==> config.mk <==
export PLATFORM = sky130hd
export DESIGN_NAME = pwm_align_chan
export DESIGN_NICKNAME = d
export VERILOG_FILES = /design/src/rtl/pwm_align_pkg.sv /design/src/rtl/pwm_shadow_regs.sv /design/src/rtl/pwm_counter.sv /design/src/rtl/pwm_level.sv /design/src/rtl/pwm_align_chan.sv
export SDC_FILE = /design/constraint.sdc
export NUM_CORES = 1
export LEC_CHECK = 0
export ABC_AREA = 1
export BUFFER_PORTS_ARGS = -buffer_cell sky130_fd_sc_hd__buf_2
export CORE_MARGIN = 4
export CORE_UTILIZATION = 55
export CTS_BUF_LIST = sky130_fd_sc_hd__clkbuf_2
export DETAILED_ROUTE_END_ITERATION = 6
export PLACE_DENSITY = 0.75
export SLEW_MARGIN = 20
export SYNTH_ARGS = -nofsm -noshare
export SYNTH_HDL_FRONTEND = slang
export SYNTH_SLANG_ARGS = --single-unit
==> constraint.sdc <==
create_clock -name clk -period 4.2 [get_ports clk]
set_clock_uncertainty 0.15 [all_clocks]
set_input_delay 0.42 -clock clk [delete_from_list [all_inputs] [get_ports clk]]
set_output_delay 0.42 -clock clk [all_outputs]
set_load 0.01 [all_outputs]
==> src/rtl/pwm_align_pkg.sv <==
package pwm_align_pkg;

    localparam int unsigned PWM_W = 8;

    typedef enum logic [1:0] {
        SEL_PERIOD = 2'd0,
        SEL_DUTY   = 2'd1,
        SEL_COUNT  = 2'd2,
        SEL_NONE   = 2'd3
    } wr_sel_e;

    typedef enum logic {
        DIR_UP   = 1'b0,
        DIR_DOWN = 1'b1
    } cnt_dir_e;

    function automatic logic level_of(input logic duty_phase, input logic pol);
        return duty_phase ? pol : ~pol;
    endfunction

endpackage

==> src/rtl/pwm_shadow_regs.sv <==
module pwm_shadow_regs
    import pwm_align_pkg::*;
#(
    parameter int unsigned W = PWM_W
) (
    input  logic         clk,
    input  logic         rst,
    input  logic         wr_en,
    input  wr_sel_e      wr_sel,
    input  logic [W-1:0] wr_data,
    input  logic         load,
    output logic [W-1:0] per_act,
    output logic [W-1:0] dty_act
);
    typedef struct packed {
        logic [W-1:0] per;
        logic [W-1:0] dty;
    } pd_t;

    pd_t buf_q, act_q;

    always_ff @(posedge clk) begin
        if (rst) begin
            buf_q <= '0;
            act_q <= '0;
        end else begin
            if (wr_en && wr_sel == SEL_PERIOD) buf_q.per <= wr_data;
            if (wr_en && wr_sel == SEL_DUTY)   buf_q.dty <= wr_data;
            if (load) act_q <= buf_q;
        end
    end

    assign per_act = act_q.per;
    assign dty_act = act_q.dty;

    // working values change only on a load cycle
    assert_hold_between_loads_R6: assert property (@(posedge clk) disable iff (rst)
        !load |=> (per_act == $past(per_act) && dty_act == $past(dty_act)));
endmodule

==> src/rtl/pwm_counter.sv <==
module pwm_counter
    import pwm_align_pkg::*;
#(
    parameter int unsigned W = PWM_W
) (
    input  logic         clk,
    input  logic         rst,
    input  logic         tick,
    input  logic         chan_en,
    input  logic         center,
    input  logic         cnt_wr,
    input  logic [W-1:0] per_act,
    output logic [W-1:0] cnt,
    output logic         load
);
    cnt_dir_e     dir_q;
    logic [W-1:0] cnt_q;
    logic         at_top;
    logic         period_end;

    always_comb begin
        at_top     = (per_act != '0) && (cnt_q >= per_act - W'(1));
        period_end = tick && ((per_act == '0) ||
                              (!center && at_top) ||
                              (center && dir_q == DIR_DOWN && cnt_q == '0));
        load       = !chan_en || cnt_wr || period_end;
    end

    always_ff @(posedge clk) begin
        if (rst || !chan_en || cnt_wr) begin
            cnt_q <= '0;
            dir_q <= DIR_UP;
        end else if (tick) begin
            if (per_act == '0) begin
                cnt_q <= '0;
                dir_q <= DIR_UP;
            end else if (!center) begin
                cnt_q <= at_top ? '0 : cnt_q + W'(1);
                dir_q <= DIR_UP;
            end else if (dir_q == DIR_UP) begin
                if (at_top) dir_q <= DIR_DOWN;
                else        cnt_q <= cnt_q + W'(1);
            end else begin
                if (cnt_q == '0) dir_q <= DIR_UP;
                else             cnt_q <= cnt_q - W'(1);
            end
        end
    end

    assign cnt = cnt_q;

    // count stays inside the active period
    assert_cnt_in_range_R1: assert property (@(posedge clk) disable iff (rst)
        (per_act != '0) |-> (cnt_q < per_act));
    // zero period keeps the count at zero
    assert_zero_period_R4: assert property (@(posedge clk) disable iff (rst)
        (per_act == '0) |-> (cnt_q == '0));
    // restart clears the count
    assert_restart_R5: assert property (@(posedge clk) disable iff (rst)
        cnt_wr |=> (cnt_q == '0));
    // disabled channel parks at zero
    assert_disabled_R7: assert property (@(posedge clk) disable iff (rst)
        !chan_en |=> (cnt_q == '0));
    // no movement without a tick
    assert_tick_gate_R8: assert property (@(posedge clk) disable iff (rst)
        (chan_en && !tick && !cnt_wr) |=> $stable(cnt_q));
    // center counting moves one step at most
    assert_center_step_R2: assert property (@(posedge clk) disable iff (rst)
        (chan_en && center && !cnt_wr) |=>
            (cnt_q == $past(cnt_q) || cnt_q == $past(cnt_q) + W'(1) ||
             cnt_q == $past(cnt_q) - W'(1)));
endmodule

==> src/rtl/pwm_level.sv <==
module pwm_level
    import pwm_align_pkg::*;
#(
    parameter int unsigned W = PWM_W
) (
    input  logic         clk,
    input  logic         rst,
    input  logic         chan_en,
    input  logic         pol,
    input  logic [W-1:0] cnt,
    input  logic [W-1:0] per_act,
    input  logic [W-1:0] dty_act,
    output logic         pwm_q
);
    logic in_duty;

    assign in_duty = chan_en && (cnt < dty_act);

    always_ff @(posedge clk) begin
        if (rst) pwm_q <= 1'b0;
        else     pwm_q <= level_of(in_duty, pol);
    end

    // duty at or above the period holds the duty level
    assert_full_duty_R4: assert property (@(posedge clk) disable iff (rst)
        (chan_en && per_act != '0 && dty_act >= per_act) |=> (pwm_q == $past(pol)));
    // disabled channel drives the non-duty level
    assert_idle_level_R7: assert property (@(posedge clk) disable iff (rst)
        !chan_en |=> (pwm_q != $past(pol)));
endmodule

==> src/rtl/pwm_align_chan.sv <==
module pwm_align_chan
    import pwm_align_pkg::*;
#(
    parameter int unsigned W = PWM_W
) (
    input  logic         clk,
    input  logic         rst,
    input  logic         tick,
    input  logic         chan_en,
    input  logic         center_mode,
    input  logic         pol_start_high,
    input  logic         wr_en,
    input  logic [1:0]   wr_sel,
    input  logic [W-1:0] wr_data,
    output logic [W-1:0] cnt_q,
    output logic         pwm_out
);
    wr_sel_e      sel;
    logic         cnt_wr;
    logic         load;
    logic [W-1:0] per_act;
    logic [W-1:0] dty_act;
    logic [W-1:0] cnt;

    assign sel    = wr_sel_e'(wr_sel);
    assign cnt_wr = wr_en && (sel == SEL_COUNT);

    pwm_shadow_regs #(.W(W)) shadow_i (
        .clk(clk), .rst(rst), .wr_en(wr_en), .wr_sel(sel), .wr_data(wr_data),
        .load(load), .per_act(per_act), .dty_act(dty_act)
    );

    pwm_counter #(.W(W)) counter_i (
        .clk(clk), .rst(rst), .tick(tick), .chan_en(chan_en), .center(center_mode),
        .cnt_wr(cnt_wr), .per_act(per_act), .cnt(cnt), .load(load)
    );

    pwm_level #(.W(W)) level_i (
        .clk(clk), .rst(rst), .chan_en(chan_en), .pol(pol_start_high), .cnt(cnt),
        .per_act(per_act), .dty_act(dty_act), .pwm_q(pwm_out)
    );

    assign cnt_q = cnt;
endmodule

==> flow_summary_export.csv <==
group,metric,value,unit
detailed_routing,maxUsedRoutingLayer,"met4",
worst_setup_path,cp_cell_sequence,"inv_1, ha_1, inv_2, nor2_4, nand2_2, nor2_4, xor2_1, inv_1, ha_1, nand2_1, nor2_1, nor2_1, nand2_1, nand2_1, nand2_1, nand2_2, nand3_1, nand2_2, nor2_1",
timing,tns,0,ps
global_route,overflow,0,
layout,antennaDiodeCount,0,
timing,hold_viol_final,0,
synthesis,synth_nets,408,
global_route,grt_start_max_net_pins,35,
detailed_routing,drt_wl_total,5210,um
synthesis,ys_types,29,
hold_path,min_path_cells,3,
floorplan,initial_utilization,57.2,%
clock_network,clkLatencyLatePin,400,ps
worst_setup_path,cp_slowest_stage_delay,350,ps
synthesis,synthFlopType,"dfxtp_1",
synthesis,ys_seq_elements,42,
synthesis,async_reset_ff_share,0,%
timing,slew_viol_final,0,
layout,final_cell_mix,"nor2_1 (71), nand2_1 (66), inv_1 (46)",
clock_network,holdBufCountCts,0,
clock_network,cts_buffers,5,
synthesis,synth_area,0.00251,mm2
timing,relSlewSlack,40.7,%
layout,area_growth,7.43,%
synthesis,synthSimpleGateAreaFrac,35.4,%
placement,place_congestion,0.825,
worst_setup_path,critPathCaptureType,"flip-flop",
detailed_routing,drt_iter0_markers,152,
worst_setup_path,r2r_slack,1500,ps
job,maxCapViolations,0,
synthesis,synthXorXnorAreaFrac,1.75,%
placement,place_ws,1490,ps
synthesis,synthMuxAreaShare,0.399,%
clock_network,cts.path.max_buffers,2,
pwr,design_power_total,860,uW
detailed_routing,via_per_inst,5.19,
worst_setup_path,startpoint_type,"flip-flop",
worst_setup_path,worst-path-max-fanout,15,
timing,worst_slack,1500,ps
clock_network,htreeDepth,2,
hold_path,min_from,"wr_data[1]",
clock_network,path_clk_slew,230,ps
detailed_routing,first_pass_iters,4,
detailed_routing,wl_met3,231,um
pwr,p_leak,1.42,nW
detailed_routing,wl_met2,2460,um
synthesis,syn_avg_cell_area,6.74,um2
hold_path,hold-path-endpoint,"shadow_i.buf_q[9]",
worst_setup_path,cp.buffers_inverters,3,
status,status,"finished, final reports clean",
synthesis,synth-edff-count,0,
worst_setup_path,path_delay_family,"simple AND/OR/NAND/NOR gates",
clock_network,clock-sinks,42,
floorplan,chipWidth,75.5,um
detailed_routing,antenna_left,0,
detailed_routing,wl_per_cell,11.7,um
timing,min_period,2700,ps
worst_setup_path,timing.rr.end,"counter_i.cnt[1]",
worst_setup_path,r2r_start,"shadow_i.per_act[0]",
synthesis,yosysSeqAreaShare,33.5,%
global_route,grt_pass1_wl,8650,um
timing,rsz0062_at_grt,"false",
floorplan,coreArea,0.00438,mm2
worst_setup_path,cp_slowest_cell,"dfxtp_1",
floorplan,rows,24,
detailed_routing,wl_met1,2490,um
floorplan,num_io_pins,26,
worst_setup_path,cpMostUsedCell,"nand2_1",
timing,fmax,370,MHz
synthesis,synth-adder-area-share,9.48,%
floorplan,die-area,0.00571,mm2
global_route,grtUsageTotal,19.6,%
clock_network,cts_resized,0,
worst_setup_path,cp.arrival,2860,ps
pwr,irDropWorstVdd,0.000259,V
clock_network,cts_tree,"built",
layout,drive_gt1_share,11.5,%
worst_setup_path,critical_path_class,"reg2reg",
layout,final_common_cell,"nor2_1",
pwr,power_density,319,mW/mm2
synthesis,synth_top_family_by_area,"simple AND/OR/NAND/NOR gates",
clock_network,cts-root-buf,"clkbuf_2",
global_route,first_global_vias,1976,
worst_setup_path,reg2reg_depth,19,
hold_path,hold_path_class,"in2reg",
timing,finalCritPeriodShare,64.3,%
synthesis,synth_compound_area_share,9.63,%
worst_setup_path,crit_required,4360,ps
synthesis,syn_inst,372,
timing,worst_slew_pin_slew,889,ps
detailed_routing,drc,0,
layout,nNetsFinal,428,
floorplan,die_y,75.5,um
synthesis,ys_warn_count,0,
timing,setup_viol,0,
placement,port_buffers,25,
clock_network,postCtsSetupBuffers,0,
global_route,antenna_found_initial,0,
placement,dp_hpwl,3880,um
detailed_routing,num_vias,2311,
[area by class of cell]
type | count | area, um2
well taps | 52 | 65.1
clock inverters | 2 | 37.5
inverters | 47 | 176
clock buffers | 6 | 30.0
multi-input cells | 271 | 1420
fillers | 431 | 1690
flip-flops and latches | 42 | 841
repair buffers | 25 | 125
[tightest hold or removal path, delay by kind of cell]
kind	cells	cell delay, ps
simple gates	2	120
buf+inv	1	90
[cell families (layout without fill, tap and decap cells)]
family | Yosys count | in the layout
mux | 1 | 1
flops | 42 | 42
buf+inv | 59 | 80
compound gates | 46 | 46
xor+xnor | 5 | 5
fa+ha+maj | 19 | 19
simple gates | 200 | 200
[report_power, final]
part / total [mW] / leakage [nW] / internal, mW / switching (mW)
logic: 0.187 / 1.04 / 0.0709 / 0.116
clock network: 0.238 / 0.0392 / 0.103 / 0.135
registers: 0.435 / 0.344 / 0.422 / 0.0125
total: 0.860 / 1.42 / 0.596 / 0.264
[stage by stage]
step | hold slack [ps] | util, % | instances | area [um2]
floorplan | 296 | - | 372 | 2510
global placement | 305 | 59.9 | 437 | 2630
detailed placement | 322 | 59.9 | 437 | 2630
CTS | 79.9 | 61.5 | 445 | 2700
global route | 61.2 | 61.5 | 445 | 2700
finish | 89.9 | 61.5 | 445 | 2700
[layer usage]
metal	track usage [%]	vias to the layer above
met5	0	-
met4	7.77	0
met3	4.35	2
met2	30.7	52
met1	26.4	1019
li1	-	1238
[Yosys cell counts (all sizes together) (2+ instances only)]
cell / count / area [um2]
a21oi: 22 / 110
buf: 8 / 56.3
clkbuf: 4 / 15.0
dfxtp: 42 / 841
ha: 19 / 238
inv: 47 / 176
nand2: 73 / 297
nand3: 35 / 180
nand4: 10 / 62.6
nor2: 73 / 289
nor3: 7 / 46.3
o21ai: 19 / 95.1
o22ai: 2 / 12.5
xor2: 4 / 35.0
[how the worst max path moves through the flow]
stage | to | startpoint | slack (ps) | cells past startpoint
floorplan | shadow_i.dty_act[0] | shadow_i.per_act[0] | 1820 | 19
global placement | shadow_i.per_act[0] | shadow_i.per_act[0] | 1580 | 19
detailed placement | shadow_i.per_act[2] | shadow_i.per_act[0] | 1490 | 19
CTS | shadow_i.per_act[2] | shadow_i.per_act[0] | 1480 | 19
global route | shadow_i.dty_act[4] | shadow_i.per_act[0] | 1150 | 19
finish | counter_i.cnt[1] | shadow_i.per_act[0] | 1500 | 19
[flip-flops by register name, summed over array words and instances (netlist names)]
name and count:
counter_i.cnt 8, shadow_i.per_act 8, shadow_i.buf_q 16, level_i.pwm_q 1, shadow_i.dty_act 8, counter_i.dir_q 1
No activity file was read; power rests on OpenSTA's default activity.
